$ cat config.mk
export PLATFORM = sky130hd
export DESIGN_NAME = sync_fill_tx
export DESIGN_NICKNAME = d
export VERILOG_FILES = /design/src/rtl/sfill_pkg.sv /design/src/rtl/sft_hold.sv /design/src/rtl/sft_sequencer.sv /design/src/rtl/sft_framer.sv /design/src/rtl/sft_shifter.sv /design/src/rtl/sync_fill_tx.sv
export SDC_FILE = /design/constraint.sdc
export NUM_CORES = 1
export LEC_CHECK = 0
export ABC_AREA = 1
export ABC_CLOCK_PERIOD_IN_PS = 5900
export BUFFER_PORTS_ARGS = -buffer_cell sky130_fd_sc_hd__clkbuf_2
export CAP_MARGIN = 15
export CORE_UTILIZATION = 59
export CTS_CLUSTER_DIAMETER = 40
export DETAILED_ROUTE_END_ITERATION = 10
export GPL_TIMING_DRIVEN = 0
export PLACE_DENSITY = 0.84
export SLEW_MARGIN = 20
export SYNTH_ARGS = -nofsm -noshare
export SYNTH_HDL_FRONTEND = slang
export SYNTH_SLANG_ARGS = --single-unit
$ cat constraint.sdc
create_clock -name clk_txc -period 5.9 [get_ports clk_txc]
set_input_delay 1.18 -clock clk_txc [delete_from_list [all_inputs] [get_ports clk_txc]]
set_output_delay 1.18 -clock clk_txc [all_outputs]
set_load 0.1 [all_outputs]
$ cat src/rtl/sfill_pkg.sv
package sfill_pkg;

  // Which character the sequencer hands to the shifter at a boundary.
  typedef enum logic [1:0] {
    SRC_NONE   = 2'd0,
    SRC_DATA   = 2'd1,
    SRC_SYNC_A = 2'd2,
    SRC_SYNC_B = 2'd3
  } src_e;

endpackage

$ cat src/rtl/sft_hold.sv
// One-word holding buffer between the host write port and the shifter.
module sft_hold #(
  parameter int DATA_W = 8
) (
  input  logic              clk_txc,
  input  logic              rst_n,
  input  logic              wr_en,
  input  logic [DATA_W-1:0] wr_data,
  input  logic              take,
  output logic              full,
  output logic [DATA_W-1:0] data
);

  logic              full_d, full_q;
  logic              data_en;
  logic [DATA_W-1:0] data_q;

  // A write always wins over a simultaneous take: the new word stays held.
  always_comb begin
    full_d  = full_q;
    data_en = wr_en;
    if (wr_en)     full_d = 1'b1;
    else if (take) full_d = 1'b0;
  end

  always_ff @(negedge clk_txc or negedge rst_n) begin
    if (!rst_n) full_q <= 1'b0;
    else        full_q <= full_d;
  end

  always_ff @(negedge clk_txc or negedge rst_n) begin
    if (!rst_n)       data_q <= '0;
    else if (data_en) data_q <= wr_data;
  end

  assign full = full_q;
  assign data = data_q;

endmodule

$ cat src/rtl/sft_sequencer.sv
// Chooses the next character at each boundary and owns the empty flag.
module sft_sequencer
  import sfill_pkg::*;
(
  input  logic clk_txc,
  input  logic rst_n,
  input  logic cts_n,
  input  logic wr_en,
  input  logic dual_sync,
  input  logic at_bound,
  input  logic hold_full,
  output src_e src,
  output logic load_go,
  output logic take,
  output logic tx_empty
);

  logic started_q, started_d;
  logic pend_b_q, pend_b_d;
  logic empty_q, empty_d;

  // Priority at a boundary: unfinished SYNC pair, then held data, then fill.
  always_comb begin
    src = SRC_NONE;
    if (at_bound && !cts_n) begin
      if (pend_b_q)       src = SRC_SYNC_B;
      else if (hold_full) src = SRC_DATA;
      else if (started_q) src = SRC_SYNC_A;
    end
  end

  always_comb begin
    load_go   = (src != SRC_NONE);
    take      = (src == SRC_DATA);
    started_d = started_q | take;

    pend_b_d = pend_b_q;
    if (src == SRC_SYNC_A)      pend_b_d = dual_sync;
    else if (src == SRC_SYNC_B) pend_b_d = 1'b0;

    empty_d = empty_q;
    if (wr_en)                  empty_d = 1'b0;
    else if (src == SRC_SYNC_A) empty_d = 1'b1;
  end

  always_ff @(negedge clk_txc or negedge rst_n) begin
    if (!rst_n) begin
      started_q <= 1'b0;
      pend_b_q  <= 1'b0;
      empty_q   <= 1'b1;
    end else begin
      started_q <= started_d;
      pend_b_q  <= pend_b_d;
      empty_q   <= empty_d;
    end
  end

  assign tx_empty = empty_q;

endmodule

$ cat src/rtl/sft_framer.sv
// Masks a character to its length and appends the parity bit.
module sft_framer #(
  parameter int DATA_W = 8,
  parameter int FRM_W  = DATA_W + 1,
  parameter int CNT_W  = $clog2(FRM_W + 1)
) (
  input  logic [DATA_W-1:0] ch,
  input  logic [1:0]        char_len,
  input  logic              par_en,
  input  logic              par_even,
  output logic [FRM_W-1:0]  frame,
  output logic [CNT_W-1:0]  flen
);

  localparam int MIN_LEN = DATA_W - 3;

  logic [CNT_W-1:0]  cb;
  logic [DATA_W-1:0] masked;
  logic [FRM_W-1:0]  ext;
  logic              par;

  assign cb = CNT_W'(MIN_LEN) + CNT_W'(char_len);

  for (genvar i = 0; i < DATA_W; i++) begin : g_mask
    assign masked[i] = (CNT_W'(i) < cb) ? ch[i] : 1'b0;
  end

  assign par = (^masked) ^ ~par_even;
  assign ext = {{(FRM_W-DATA_W){1'b0}}, masked};

  for (genvar i = 0; i < FRM_W; i++) begin : g_frame
    assign frame[i] = (par_en && (CNT_W'(i) == cb)) ? par : ext[i];
  end

  assign flen = cb + CNT_W'(par_en);

endmodule

$ cat src/rtl/sft_shifter.sv
// Serialiser: one bit per falling edge, idles high between loads.
module sft_shifter #(
  parameter int FRM_W = 9,
  parameter int CNT_W = $clog2(FRM_W + 1)
) (
  input  logic             clk_txc,
  input  logic             rst_n,
  input  logic             load_go,
  input  logic [FRM_W-1:0] frame,
  input  logic [CNT_W-1:0] flen,
  output logic             at_bound,
  output logic             txd
);

  logic [FRM_W-1:0] frm_q, frm_d;
  logic [CNT_W-1:0] left_q, left_d;
  logic             txd_q, txd_d;
  logic             frm_en;

  // left_q counts bits still owed including the one on the line.
  assign at_bound = (left_q <= CNT_W'(1));

  always_comb begin
    frm_en = 1'b1;
    if (at_bound) begin
      if (load_go) begin
        txd_d  = frame[0];
        frm_d  = frame >> 1;
        left_d = flen;
      end else begin
        txd_d  = 1'b1;
        frm_d  = frm_q;
        frm_en = 1'b0;
        left_d = '0;
      end
    end else begin
      txd_d  = frm_q[0];
      frm_d  = frm_q >> 1;
      left_d = left_q - CNT_W'(1);
    end
  end

  always_ff @(negedge clk_txc or negedge rst_n) begin
    if (!rst_n) begin
      txd_q  <= 1'b1;
      left_q <= '0;
    end else begin
      txd_q  <= txd_d;
      left_q <= left_d;
    end
  end

  always_ff @(negedge clk_txc or negedge rst_n) begin
    if (!rst_n)      frm_q <= '0;
    else if (frm_en) frm_q <= frm_d;
  end

  assign txd = txd_q;

endmodule

$ cat src/rtl/sync_fill_tx.sv
module sync_fill_tx
  import sfill_pkg::*;
#(
  parameter int DATA_W = 8
) (
  input  logic              clk_txc,
  input  logic              rst_n,
  input  logic              cts_n,
  input  logic              wr_en,
  input  logic [DATA_W-1:0] wr_data,
  input  logic [DATA_W-1:0] sync_a,
  input  logic [DATA_W-1:0] sync_b,
  input  logic              dual_sync,
  input  logic [1:0]        char_len,
  input  logic              par_en,
  input  logic              par_even,
  output logic              txd,
  output logic              tx_empty
);

  localparam int FRM_W = DATA_W + 1;
  localparam int CNT_W = $clog2(FRM_W + 1);

  src_e              src;
  logic              load_go;
  logic              take;
  logic              at_bound;
  logic              hold_full;
  logic [DATA_W-1:0] hold_data;
  logic [DATA_W-1:0] ch;
  logic [FRM_W-1:0]  frame;
  logic [CNT_W-1:0]  flen;

  sft_hold #(.DATA_W(DATA_W)) u_hold (
    .clk_txc (clk_txc),
    .rst_n   (rst_n),
    .wr_en   (wr_en),
    .wr_data (wr_data),
    .take    (take),
    .full    (hold_full),
    .data    (hold_data)
  );

  sft_sequencer u_seq (
    .clk_txc   (clk_txc),
    .rst_n     (rst_n),
    .cts_n     (cts_n),
    .wr_en     (wr_en),
    .dual_sync (dual_sync),
    .at_bound  (at_bound),
    .hold_full (hold_full),
    .src       (src),
    .load_go   (load_go),
    .take      (take),
    .tx_empty  (tx_empty)
  );

  always_comb begin
    case (src)
      SRC_DATA:   ch = hold_data;
      SRC_SYNC_B: ch = sync_b;
      default:    ch = sync_a;
    endcase
  end

  sft_framer #(.DATA_W(DATA_W), .FRM_W(FRM_W), .CNT_W(CNT_W)) u_frm (
    .ch       (ch),
    .char_len (char_len),
    .par_en   (par_en),
    .par_even (par_even),
    .frame    (frame),
    .flen     (flen)
  );

  sft_shifter #(.FRM_W(FRM_W), .CNT_W(CNT_W)) u_shf (
    .clk_txc  (clk_txc),
    .rst_n    (rst_n),
    .load_go  (load_go),
    .frame    (frame),
    .flen     (flen),
    .at_bound (at_bound),
    .txd      (txd)
  );

endmodule

==> run_results.csv, run 1 <==
group,metric,value,unit
cts,cts_inserted_buffers,3,
cts,ctsHoldBuffers,0,
critical_path,path_cells,"clkbuf_2, inv_1, nand3_4, nor2_4, nand2_1, clkinv_1, nand2_1, nand3b_1, nand3_1, nand3_1, nand2_1, nand2_1, nand2_2, o21ai_1, nand2_1",
critical_path,max_stage_delay,0.23,ns
yosys,synth.avg_cell_area,7.679,sq um
final_layout,drive_above_1_share,27.92,%
critical_path,r2r_end,"u_shf.frm_q[0]",
yosys,synth_area,1735,sq um
final_layout,syn2layout_area_growth,13.77,%
global_route,track_usage,24.67,%
placed_design,dp.cells,291,
min_path,holdPathStages,1,
die,die_w,56.24,um
critical_path,cp_top_family,"simple AND/OR/NAND/NOR gates",
timing,worst_slew_pin_slew,0.6219,ns
timing,maxSlewHeadroom,58.54,%
placed_design,io_buffer_count,34,
timing,setup-tns-final,0,ns
timing,hold_viol,0,
critical_path,critPathKind,"input port to register",
critical_path,crit_arrival,2.86,ns
min_path,hp-start,"u_shf.left_q[0]",
cts,cts.sinks,25,
cts,cts_tree,"built",
global_route,grt_pass1_vias,1546,
placed_design,dp_hpwl,2786,um
min_path,hold_class,"register to register",
timing,rsz0062_at_grt,"false",
die,die_h,56.24,um
final_layout,regArea,628.1,sq um
outcome,status,"completed",
cts,cts_resized,0,
cts,cts_buffer_depth,2,
power_and_ir_drop,total_power,0.7124,mW
route,drt_iter0_drc,59,
critical_path,rrSetupSlack,3.48,ns
final_layout,antenna_cells,0,
critical_path,ff2ff_path_depth,20,
route,ant_nets,0,
die,rows,19,
global_route,grt_pass1_wl,6141,um
timing,skew,0.07917,ns
min_path,hold_end,"u_shf.left_q[0]",
global_route,grt_max_degree,26,
route,viasPerCell,5.267,
cts,path_clk_slew,0.10,ns
timing,setup_viol,0,
cts,clkLatencyLatePin,0.39,ns
critical_path,cp_num_buf_inv,3,
final_layout,nets,309,
die,num_io_pins,35,
timing,whs,0.4265,ns
yosys,ys_ff_latch,25,
global_route,overflow,0,
route,firstDrtPassIters,4,
power_and_ir_drop,leakagePower,1.081,nW
yosys,syn_inst,226,
yosys,ys_seq_area_share,36.19,%
final_layout,fillers,246,
route,wl_per_cell,11.59,um
critical_path,required,3.13,ns
die,core-area,2781,sq um
global_route,antenna_found_initial,0,
die,dieArea,3162,sq um
route,via_count,1559,
yosys,synth_cell_types,34,
power_and_ir_drop,power_density,360.8,nW/um^2
critical_path,endpoint_kind,"register",
critical_path,rr_startpoint,"u_shf.left_q[0]",
run,cap_violations,0,
cts,cts_max_level,1,
cts,cts-root-buf,"clkbuf_4",
timing,final_max_slew_viol_count,0,
critical_path,path_common_cell,"nand2_1",
final_layout,multi_input_area,955.9,sq um
placed_design,place.gp.congestion,0.7985,
yosys,synth-warning-count,0,
die,start_util,62.39,%
route,drc,0,
critical_path,path_max_fanout,10,
route,totalWireLength,3432,um
yosys,syn-num-nets,269,
critical_path,start_kind,"input port",
power_and_ir_drop,ir_worst_vdd,0.0003270,V
critical_path,slowest_stage,"nor2_4",
final_layout,stdcell_count,296,
cts,cts_setup_buffers,0,
==> cell usage in the layout, fill, tap and decap left out, types with 2 or more instances in the layout <==
master	netlist	layout
nand3_2	2	2
ha_1	9	9
nand3_1	24	24
inv_1	31	32
o21ai_0	6	6
o22ai_1	5	5
clkbuf_2	0	34
dfstp_2	2	2
or2_2	4	4
clkbuf_4	0	3
nor2_2	4	4
nand2_2	8	8
nor2_1	7	7
nand2_1	60	60
a21oi_1	7	7
o21ai_1	5	5
nor2_4	2	2
dfrtn_1	23	23
mux2_2	6	6
inv_2	5	5
==> layer usage <==
layer	vias up	routed length, um	share of wire, %	track usage, %
li1	804	-	-	-
met1	713	1546	45	29.28
met2	36	1691	49	44.73
met3	6	142	4.1	2.791
met4	0	51	1.5	10.45
met5	-	0	0	0
==> worst max-delay path by stage <==
stage	to	slack [ns]	from	depth (start not counted)
after floorplan	u_shf.frm_q[3]	0.32	cts_n	17
after global placement	u_shf.frm_q[0]	0.02	cts_n	17
after detailed placement	u_shf.frm_q[0]	-0.05	cts_n	15
after CTS	u_shf.frm_q[0]	0.29	cts_n	15
after global routing	u_shf.frm_q[0]	0.10	cts_n	15
final	u_shf.frm_q[0]	0.27	cts_n	15
==> flip-flops by register name (all words and copies together) (netlist names) <==
signal / cells
u_shf.frm_q: 8
u_hold.data: 8
u_shf.left_q: 4
u_seq.pend_b_q: 1
u_shf.txd: 1
u_seq.tx_empty: 1
u_seq.started_q: 1
u_hold.full: 1
==> where the power goes <==
| group | switching [mW] | internal [mW] | leakage [nW] | total, mW |
|---|---|---|---|---|
| sequential | 0.0248 | 0.223 | 0.302 | 0.247 |
| clock | 0.0589 | 0.0283 | 0.0256 | 0.0872 |
| combinational | 0.253 | 0.125 | 0.754 | 0.378 |
==> kinds of logic (layout without fill, tap and decap cells) <==
family / count (synthesis) / after routing / share of synthesized area, %
DFF: 25 / 25 / 36.19
buffers and inverters: 39 / 78 / 8.724
AOI/OAI and AO/OA: 29 / 29 / 10.31
and+or+nand+nor: 117 / 117 / 33.24
adders and majority gates: 10 / 10 / 7.643
muxes: 6 / 6 / 3.893
==> final cells by class <==
type	count	share of cell area, %
plain buffers	1	0.1901
repair buffers	34	8.619
multi-input cells	162	48.42
clock buffers	4	1.331
well taps	31	1.965
clock inverters	2	0.3802
inverters	37	7.288
flip-flops and latches	25	31.81
==> stage by stage <==
stage	util [%]	cell area [sq um]	setup slack [ns]
after CTS	70.99	1974	0.2893
after detailed placement	69.91	1944	-0.05410
after global placement	69.91	1944	0.02079
after global routing	70.99	1974	0.1001
final	70.99	1974	0.2679
after floorplan	-	1735	0.3231
==> cell usage after synthesis <==
cell type / instances / area, sq um
or2_2: 4 / 25.02
inv_1: 31 / 116.4
a21oi_1: 7 / 35.03
o221ai_1: 1 / 8.760
nor2_8: 1 / 20.02
nand3_1: 24 / 120.1
o22ai_1: 5 / 31.28
dfstp_2: 2 / 52.55
buf_1: 1 / 3.750
a22oi_1: 1 / 7.510
a21oi_4: 1 / 16.27
clkinv_1: 1 / 3.750
a221o_1: 1 / 10.01
or2_1: 1 / 6.260
nand3_2: 2 / 20.02
o21ai_1: 5 / 25.02
nor2_2: 4 / 25.02
nand4_1: 1 / 6.260
nor2_1: 7 / 26.28
fa_1: 1 / 20.02
o21bai_1: 1 / 7.510
nand3_4: 1 / 17.52
nor3_1: 1 / 5.000
nand2_1: 60 / 225.2
nor2_4: 2 / 22.52
inv_2: 5 / 18.77
o211ai_1: 1 / 7.510
mux2_2: 6 / 67.56
o21ai_0: 6 / 30.03
nand3b_1: 1 / 7.510
dfrtn_1: 23 / 575.6
ha_1: 9 / 112.6
nand2_2: 8 / 50.05
clkinv_4: 1 / 8.760
Power figures use the tool's default switching activity.
==> run 2: changes to the inputs <==
- BUFFER_PORTS_ARGS: -buffer_cell sky130_fd_sc_hd__clkbuf_2 -> unset
- CORE_UTILIZATION: 59 -> 35
- DONT_BUFFER_PORTS: unset -> 1
- PLACE_DENSITY: 0.84 -> 0.48
- SYNTH_HIERARCHICAL: unset -> 1
==> run_results.csv, run 2 <==
group,metric,value,unit
yosys,synth_most_common_cell,"nand2_1",
power_and_ir_drop,p_int,0.4192,mW
final_layout,final_core_utilization,40.56,%
global_route,track_usage,16.34,%
critical_path,required,3.07,ns
global_route,grt_max_degree,26,
yosys,async_flop_share,100.0,%
critical_path,crit_arrival,2.86,ns
global_route,antenna_found_initial,0,
yosys,ys_ff_latch,25,
cts,cts_max_level,1,
critical_path,endpoint_kind,"register",
timing,worst_slew_pin_slew,0.5043,ns
final_layout,layout_common_cells,"103 x nand2_1, 38 x nand3_1, 35 x inv_1",
final_layout,syn2layout_area_growth,11.84,%
critical_path,ff2ff_path_depth,26,
yosys,synthFlopType,"dfrtn_1",
yosys,syn_inst,290,
die,dieArea,6012,sq um
timing,whs,0.4228,ns
timing,setup-tns-final,0,ns
cts,cts_tree,"built",
final_layout,nets,343,
final_layout,fillers,585,
final_layout,antenna_cells,0,
route,wl_per_cell,12.25,um
critical_path,rr_startpoint,"u_shf/left_q[0]",
timing,setup_viol,0,
final_layout,stdcell_count,370,
yosys,synth_area,1997,sq um
placed_design,io_buffer_count,0,
timing,final_max_slew_viol_count,0,
global_route,overflow,0,
critical_path,critPathKind,"input port to register",
critical_path,path_max_fanout,10,
final_layout,drive_above_1_share,20.81,%
route,firstDrtPassIters,4,
cts,cts_buffer_depth,2,
placed_design,dp.cells,362,
yosys,synth-warning-count,6,
timing,maxSlewHeadroom,66.38,%
route,drc,0,
global_route,grt_pass1_vias,1728,
critical_path,start_kind,"input port",
cts,cts.sinks,25,
global_route,grt_pass1_wl,7900,um
cts,ctsHoldBuffers,0,
power_and_ir_drop,p_clk_share,13.4,%
min_path,holdPathStages,2,
power_and_ir_drop,leakagePower,1.251,nW
route,ant_nets,0,
yosys,synth_common_cells,"104 x nand2_1, 46 x nand3_1, 38 x inv_1",
yosys,synth_edf_count,0,
run,cap_violations,0,
min_path,hold_end,"u_hold/data[0]",
power_and_ir_drop,p_comb_share,54.5,%
placed_design,placed_area,2087,sq um
critical_path,rrSetupSlack,2.92,ns
power_and_ir_drop,seq_power_share,32.1,%
die,rows,27,
yosys,synth_area_leaders,"dfrtn_1 29%, nand2_1 20%, nand3_1 12%, inv_1 7.1%, ha_1 6.3%",
yosys,synth_top_area_share,28.82,%
die,num_io_pins,35,
cts,path_clk_slew,0.06,ns
cts,cts-root-buf,"clkbuf_8",
timing,skew,0.05524,ns
yosys,ys_seq_area_share,31.45,%
min_path,hold_class,"register to register",
die,start_util,36.26,%
yosys,synth.avg_cell_area,6.886,sq um
power_and_ir_drop,ir_worst_vdd,0.0001274,V
yosys,synth_cell_types,27,
route,via_count,1731,
placed_design,place.gp.congestion,0.7625,
route,viasPerCell,4.678,
yosys,synth_top_cell_by_area,"dfrtn_1",
placed_design,dp_hpwl,3497,um
route,drt_iter0_drc,82,
route,totalWireLength,4531,um
outcome,status,"completed",
critical_path,r2r_end,"u_shf/frm_q[3]",
power_and_ir_drop,power_density,362.1,nW/um^2
timing,hold_viol,0,
cts,clkLatencyLatePin,0.33,ns
cts,cts_inserted_buffers,3,
yosys,syn-num-nets,334,
die,core-area,5507,sq um
die,die_h,77.54,um
final_layout,final_common_cell,"nand2_1",
die,die_w,77.54,um
final_layout,final_area,2233,sq um
power_and_ir_drop,switching_share,48.17,%
min_path,hp-start,"u_hold/data[0]",
power_and_ir_drop,netSwitchingPower,0.3896,mW
[run 2: cell types whose count changed in the layout (fill, tap and decap cells not counted), sizes merged, moves of 7 or more]
| cell | delta |
|---|---|
| nand2 | +47 |
| clkbuf | -35 |
| nand4 | +13 |
| o21ai | -7 |
| buf | +14 |
| nand3 | +21 |
| inv | +7 |
[run 2: power by group through the flow]
| stage | combinational, mW | clock, mW | sequential (mW) |
|---|---|---|---|
| floorplan | 0.342 | 0.00424 | 0.255 |
| global placement | 0.419 | 0.00424 | 0.261 |
| detailed placement | 0.419 | 0.00424 | 0.261 |
| CTS | 0.420 | 0.114 | 0.259 |
| global route | 0.503 | 0.123 | 0.263 |
| finish | 0.441 | 0.109 | 0.259 |
[run 2: logic make-up (layout without fill, tap and decap cells)]
| kind of cell | after synthesis | count (layout) | share of synthesized area (%) |
|---|---|---|---|
| AO/OA/AOI/OAI | 7 | 7 | 2.381 |
| XOR/XNOR | 2 | 2 | 0.8774 |
| adder cells (fa/ha/maj) | 11 | 11 | 7.268 |
| buffers and inverters | 55 | 63 | 13.28 |
| flip-flops | 25 | 25 | 31.45 |
| AND/OR/NAND/NOR | 190 | 190 | 44.74 |
[run 2: stage by stage]
stage	worst slack (ns)	power [mW]
final	0.2064	0.8088
after detailed placement	-0.2647	0.6839
after CTS	0.02394	0.7925
after global placement	-0.2820	0.6842
after floorplan	0.1225	0.6014
after global routing	-0.01399	0.8889
[run 2: worst max-delay path by stage]
stage / from / end / slack (ns) / depth (start not counted)
after floorplan: cts_n / u_shf/frm_q[3] / 0.12 / 19
after global placement: cts_n / u_shf/frm_q[3] / -0.28 / 19
after detailed placement: cts_n / u_shf/frm_q[3] / -0.26 / 19
after CTS: cts_n / u_shf/frm_q[3] / 0.02 / 19
after global routing: cts_n / u_shf/frm_q[6] / -0.01 / 18
final: cts_n / u_shf/frm_q[3] / 0.21 / 17
[run 2: timing repair]
item | 4_1_cts | 5_1_grt
setup endpoints to repair | 0 | 6
resized for setup | 0 | 18
setup buffers | 0 | 4
[run 2: per-layer routing]
metal  routed length, um  part of all wire (%)  global-route usage [%]  vias to the layer above
li1                    -                     -                       -                      924
met1                2325                    51                   23.02                      768
met2                1985                    44                   25.84                       37
met3                 195                   4.3                   2.353                        2
met4                  24                  0.53                   4.528                        0
met5                   0                     0                       0                        -
[run 2: final cells by class]
cell class | count | area (sq um) | area share [%]
buffer | 11 | 100.1 | 4.482
timing repair buffer | 4 | 30.03 | 1.345
multi-input combinational | 210 | 1171 | 52.44
clock buffer | 3 | 41.29 | 1.849
tap | 72 | 90.09 | 4.034
clock inverter | 3 | 12.51 | 0.5602
inverter | 42 | 160.2 | 7.171
sequential | 25 | 628.1 | 28.12
[run 2: worst max-delay path, stage by stage]
cell     delay (ns)
nor2_4         0.13
o21ai_2        0.09
inv_1          0.08
buf_6          0.14
buf_8          0.14
nand3_1        0.09
nand3_2        0.10
nand2_2        0.07
or2_0          0.19
nand2_1        0.08
nand2_2        0.08
nand2_2        0.09
nand2_4        0.07
nand3_1        0.09
nand2_1        0.06
nand4_1        0.09
nand3_1        0.09
==> run 3: changes to the inputs <==
--- a/config.mk
+++ b/config.mk
@@ -18,4 +18,3 @@
 export SYNTH_ARGS = -nofsm -noshare
 export SYNTH_HDL_FRONTEND = slang
-export SYNTH_HIERARCHICAL = 1
 export SYNTH_SLANG_ARGS = --single-unit
==> constraint.sdc (replaced) <==
create_clock -name clk_txc -period 5.9 [get_ports clk_txc]
set_input_delay 1.18 -clock clk_txc [delete_from_list [all_inputs] [get_ports clk_txc]]
set_output_delay 1.18 -clock clk_txc [all_outputs]
set_load 0.005 [all_outputs]
==> run_results.csv, run 3 (same netlist as run 1, synthesis figures left out) <==
group,metric,value,unit
timing,hold_viol,0,
power_and_ir_drop,total_power,0.7423,mW
cts,clkLatencyLatePin,0.34,ns
power_and_ir_drop,switching_share,41.92,%
critical_path,path_cells,"inv_1, nand3_4, nor2_4, nand2_1, clkinv_1, nand2_1, nand3b_1, inv_1, nand2_1, nand2_1, nand2_1, nand2_1, nand2_1, nand2_2, o21ai_1, nand2_1",
global_route,grt_use_met3,3.750,%
route,totalWireLength,3794,um
timing,skew,0.05857,ns
critical_path,path_common_cell,"nand2_1",
final_layout,nets,275,
die,start_util,36.50,%
global_route,track_usage,16.82,%
cts,ctsHoldBuffers,0,
outcome,status,"completed",
power_and_ir_drop,power_density,391.9,nW/um^2
global_route,grt_pass1_wl,6762,um
global_route,top_usage_layer,"met2",
final_layout,final_core_utilization,39.84,%
timing,setup_viol,0,
final_layout,final_common_cell,"nand2_1",
final_layout,drive_above_1_share,17.75,%
critical_path,cp_num_buf_inv,3,
die,die_w,72.42,um
route,drc,0,
critical_path,endpoint_kind,"register",
route,firstDrtPassIters,4,
route,via_count,1408,
critical_path,slowest_stage,"nor2_4",
cts,path_clk_slew,0.07,ns
route,drt_iter0_drc,76,
cts,cts_max_level,1,
power_and_ir_drop,ir_worst_vdd,0.0001357,V
power_and_ir_drop,p_clk_share,21.2,%
cts,cts.sinks,25,
final_layout,layout_common_cells,"60 x nand2_1, 32 x inv_1, 24 x nand3_1",
placed_design,place.gp.congestion,0.7797,
global_route,use_met2,28.14,%
run,cap_violations,0,
critical_path,critPathKind,"input port to register",
placed_design,dp_hpwl,2954,um
final_layout,fillers,521,
die,core-area,4755,sq um
placed_design,placed_area,1819,sq um
route,viasPerCell,4.725,
final_layout,regArea,628.1,sq um
cts,cts_buffer_depth,2,
final_layout,syn2layout_area_growth,9.157,%
final_layout,final_area,1894,sq um
critical_path,crit_arrival,2.77,ns
power_and_ir_drop,leakagePower,0.9599,nW
final_layout,antenna_cells,0,
critical_path,max_stage_delay,0.25,ns
critical_path,required,3.09,ns
die,die_h,72.42,um
die,rows,25,
route,ant_nets,0,
die,num_io_pins,35,
critical_path,start_kind,"input port",
global_route,grt_pass1_vias,1448,
cts,cts_tree,"built",
critical_path,path_max_fanout,10,
timing,whs,0.4333,ns
timing,setup-tns-final,0,ns
placed_design,io_buffer_count,0,
global_route,overflow,0,
cts,cts_inserted_buffers,3,
power_and_ir_drop,p_int,0.4311,mW
timing,maxSlewHeadroom,66.20,%
timing,worst_slew_pin_slew,0.5069,ns
final_layout,multi_input_area,955.9,sq um
critical_path,cp_top_family,"simple AND/OR/NAND/NOR gates",
route,wl_per_cell,12.73,um
power_and_ir_drop,seq_power_share,33.4,%
cts,cts_setup_buffers,0,
global_route,antenna_found_initial,0,
timing,rsz0062_at_grt,"false",
min_path,hold_class,"register to register",
cts,cts-root-buf,"clkbuf_8",
global_route,grt_max_degree,26,
cts,cts_resized,0,
timing,final_max_slew_viol_count,0,
power_and_ir_drop,netSwitchingPower,0.3112,mW
power_and_ir_drop,p_comb_share,45.4,%
die,dieArea,5244,sq um
global_route,grt_util_met1,22.16,%
-- run 3: cell count changes in the layout (fill, tap and decap cells not counted), sizes merged, moves of 2 or more --
cell   before  now
o22ai       0    5
nand3      48   27
nand2     115   68
o21ai       4   11
inv        44   37
a21oi       2    8
mux2        0    6
buf        15    1
nor2       12   14
nand4      14    1
or2         1    5
-- run 3: power by group through the flow --
stage               sequential, mW  combinational (mW)  clock (mW)
floorplan                    0.247               0.278     0.00318
global placement             0.251               0.340     0.00318
detailed placement           0.252               0.341     0.00318
CTS                          0.249               0.342       0.162
global route                 0.253               0.394       0.173
finish                       0.248               0.337       0.157
-- run 3: worst paths after layout --
path	cells past startpoint	to	from	slack, ns
min	2	u_shf.frm_q[3]	u_shf.frm_q[3]	0.43
min in group asynchronous	0	u_seq.started_q	rst_n	3.41
min reg2reg	2	u_shf.frm_q[3]	u_shf.frm_q[3]	0.43
max reg2reg	20	u_shf.frm_q[0]	u_shf.left_q[0]	3.44
max	16	u_shf.frm_q[0]	cts_n	0.32
max in group asynchronous	0	u_shf.txd	rst_n	2.24
-- run 3: per-layer routing --
| metal | up-vias | part of all wire (%) | wire (um) |
|---|---|---|---|
| met5 | - | 0 | 0 |
| met2 | 30 | 46 | 1753 |
| li1 | 734 | - | - |
| met1 | 640 | 48 | 1826 |
| met4 | 0 | 1.0 | 38 |
| met3 | 4 | 4.6 | 175 |
-- run 3: stage by stage --
stage	instances	setup slack, ns
floorplan	226	0.3231
global placement	293	0.01483
detailed placement	293	0.03208
CTS	298	0.3328
global route	298	0.1359
finish	298	0.3225
-- run 3: worst reg2reg max path: stages, from the launching register on --
cell	delay, ns
dfrtn_1	0.44
inv_1	0.07
ha_1	0.18
inv_1	0.09
nand2_2	0.09
nand2_2	0.16
clkinv_4	0.12
nand3_2	0.16
nand2_1	0.10
nand2_1	0.09
nor2_2	0.05
nand2_1	0.06
nand2_1	0.05
nand2_1	0.07
nand2_1	0.05
nand2_1	0.07
nand2_1	0.05
nand2_1	0.06
nand2_2	0.10
o21ai_1	0.17
nand2_1	0.07
-- run 3: cell type report --
type / instances / area share [%]
Buffer: 1 / 0.1982
Tap cell: 67 / 4.425
Multi-Input combinational cell: 162 / 50.46
Clock inverter: 3 / 1.982
Clock buffer: 3 / 2.180
Sequential cell: 25 / 33.16
Inverter: 37 / 7.596
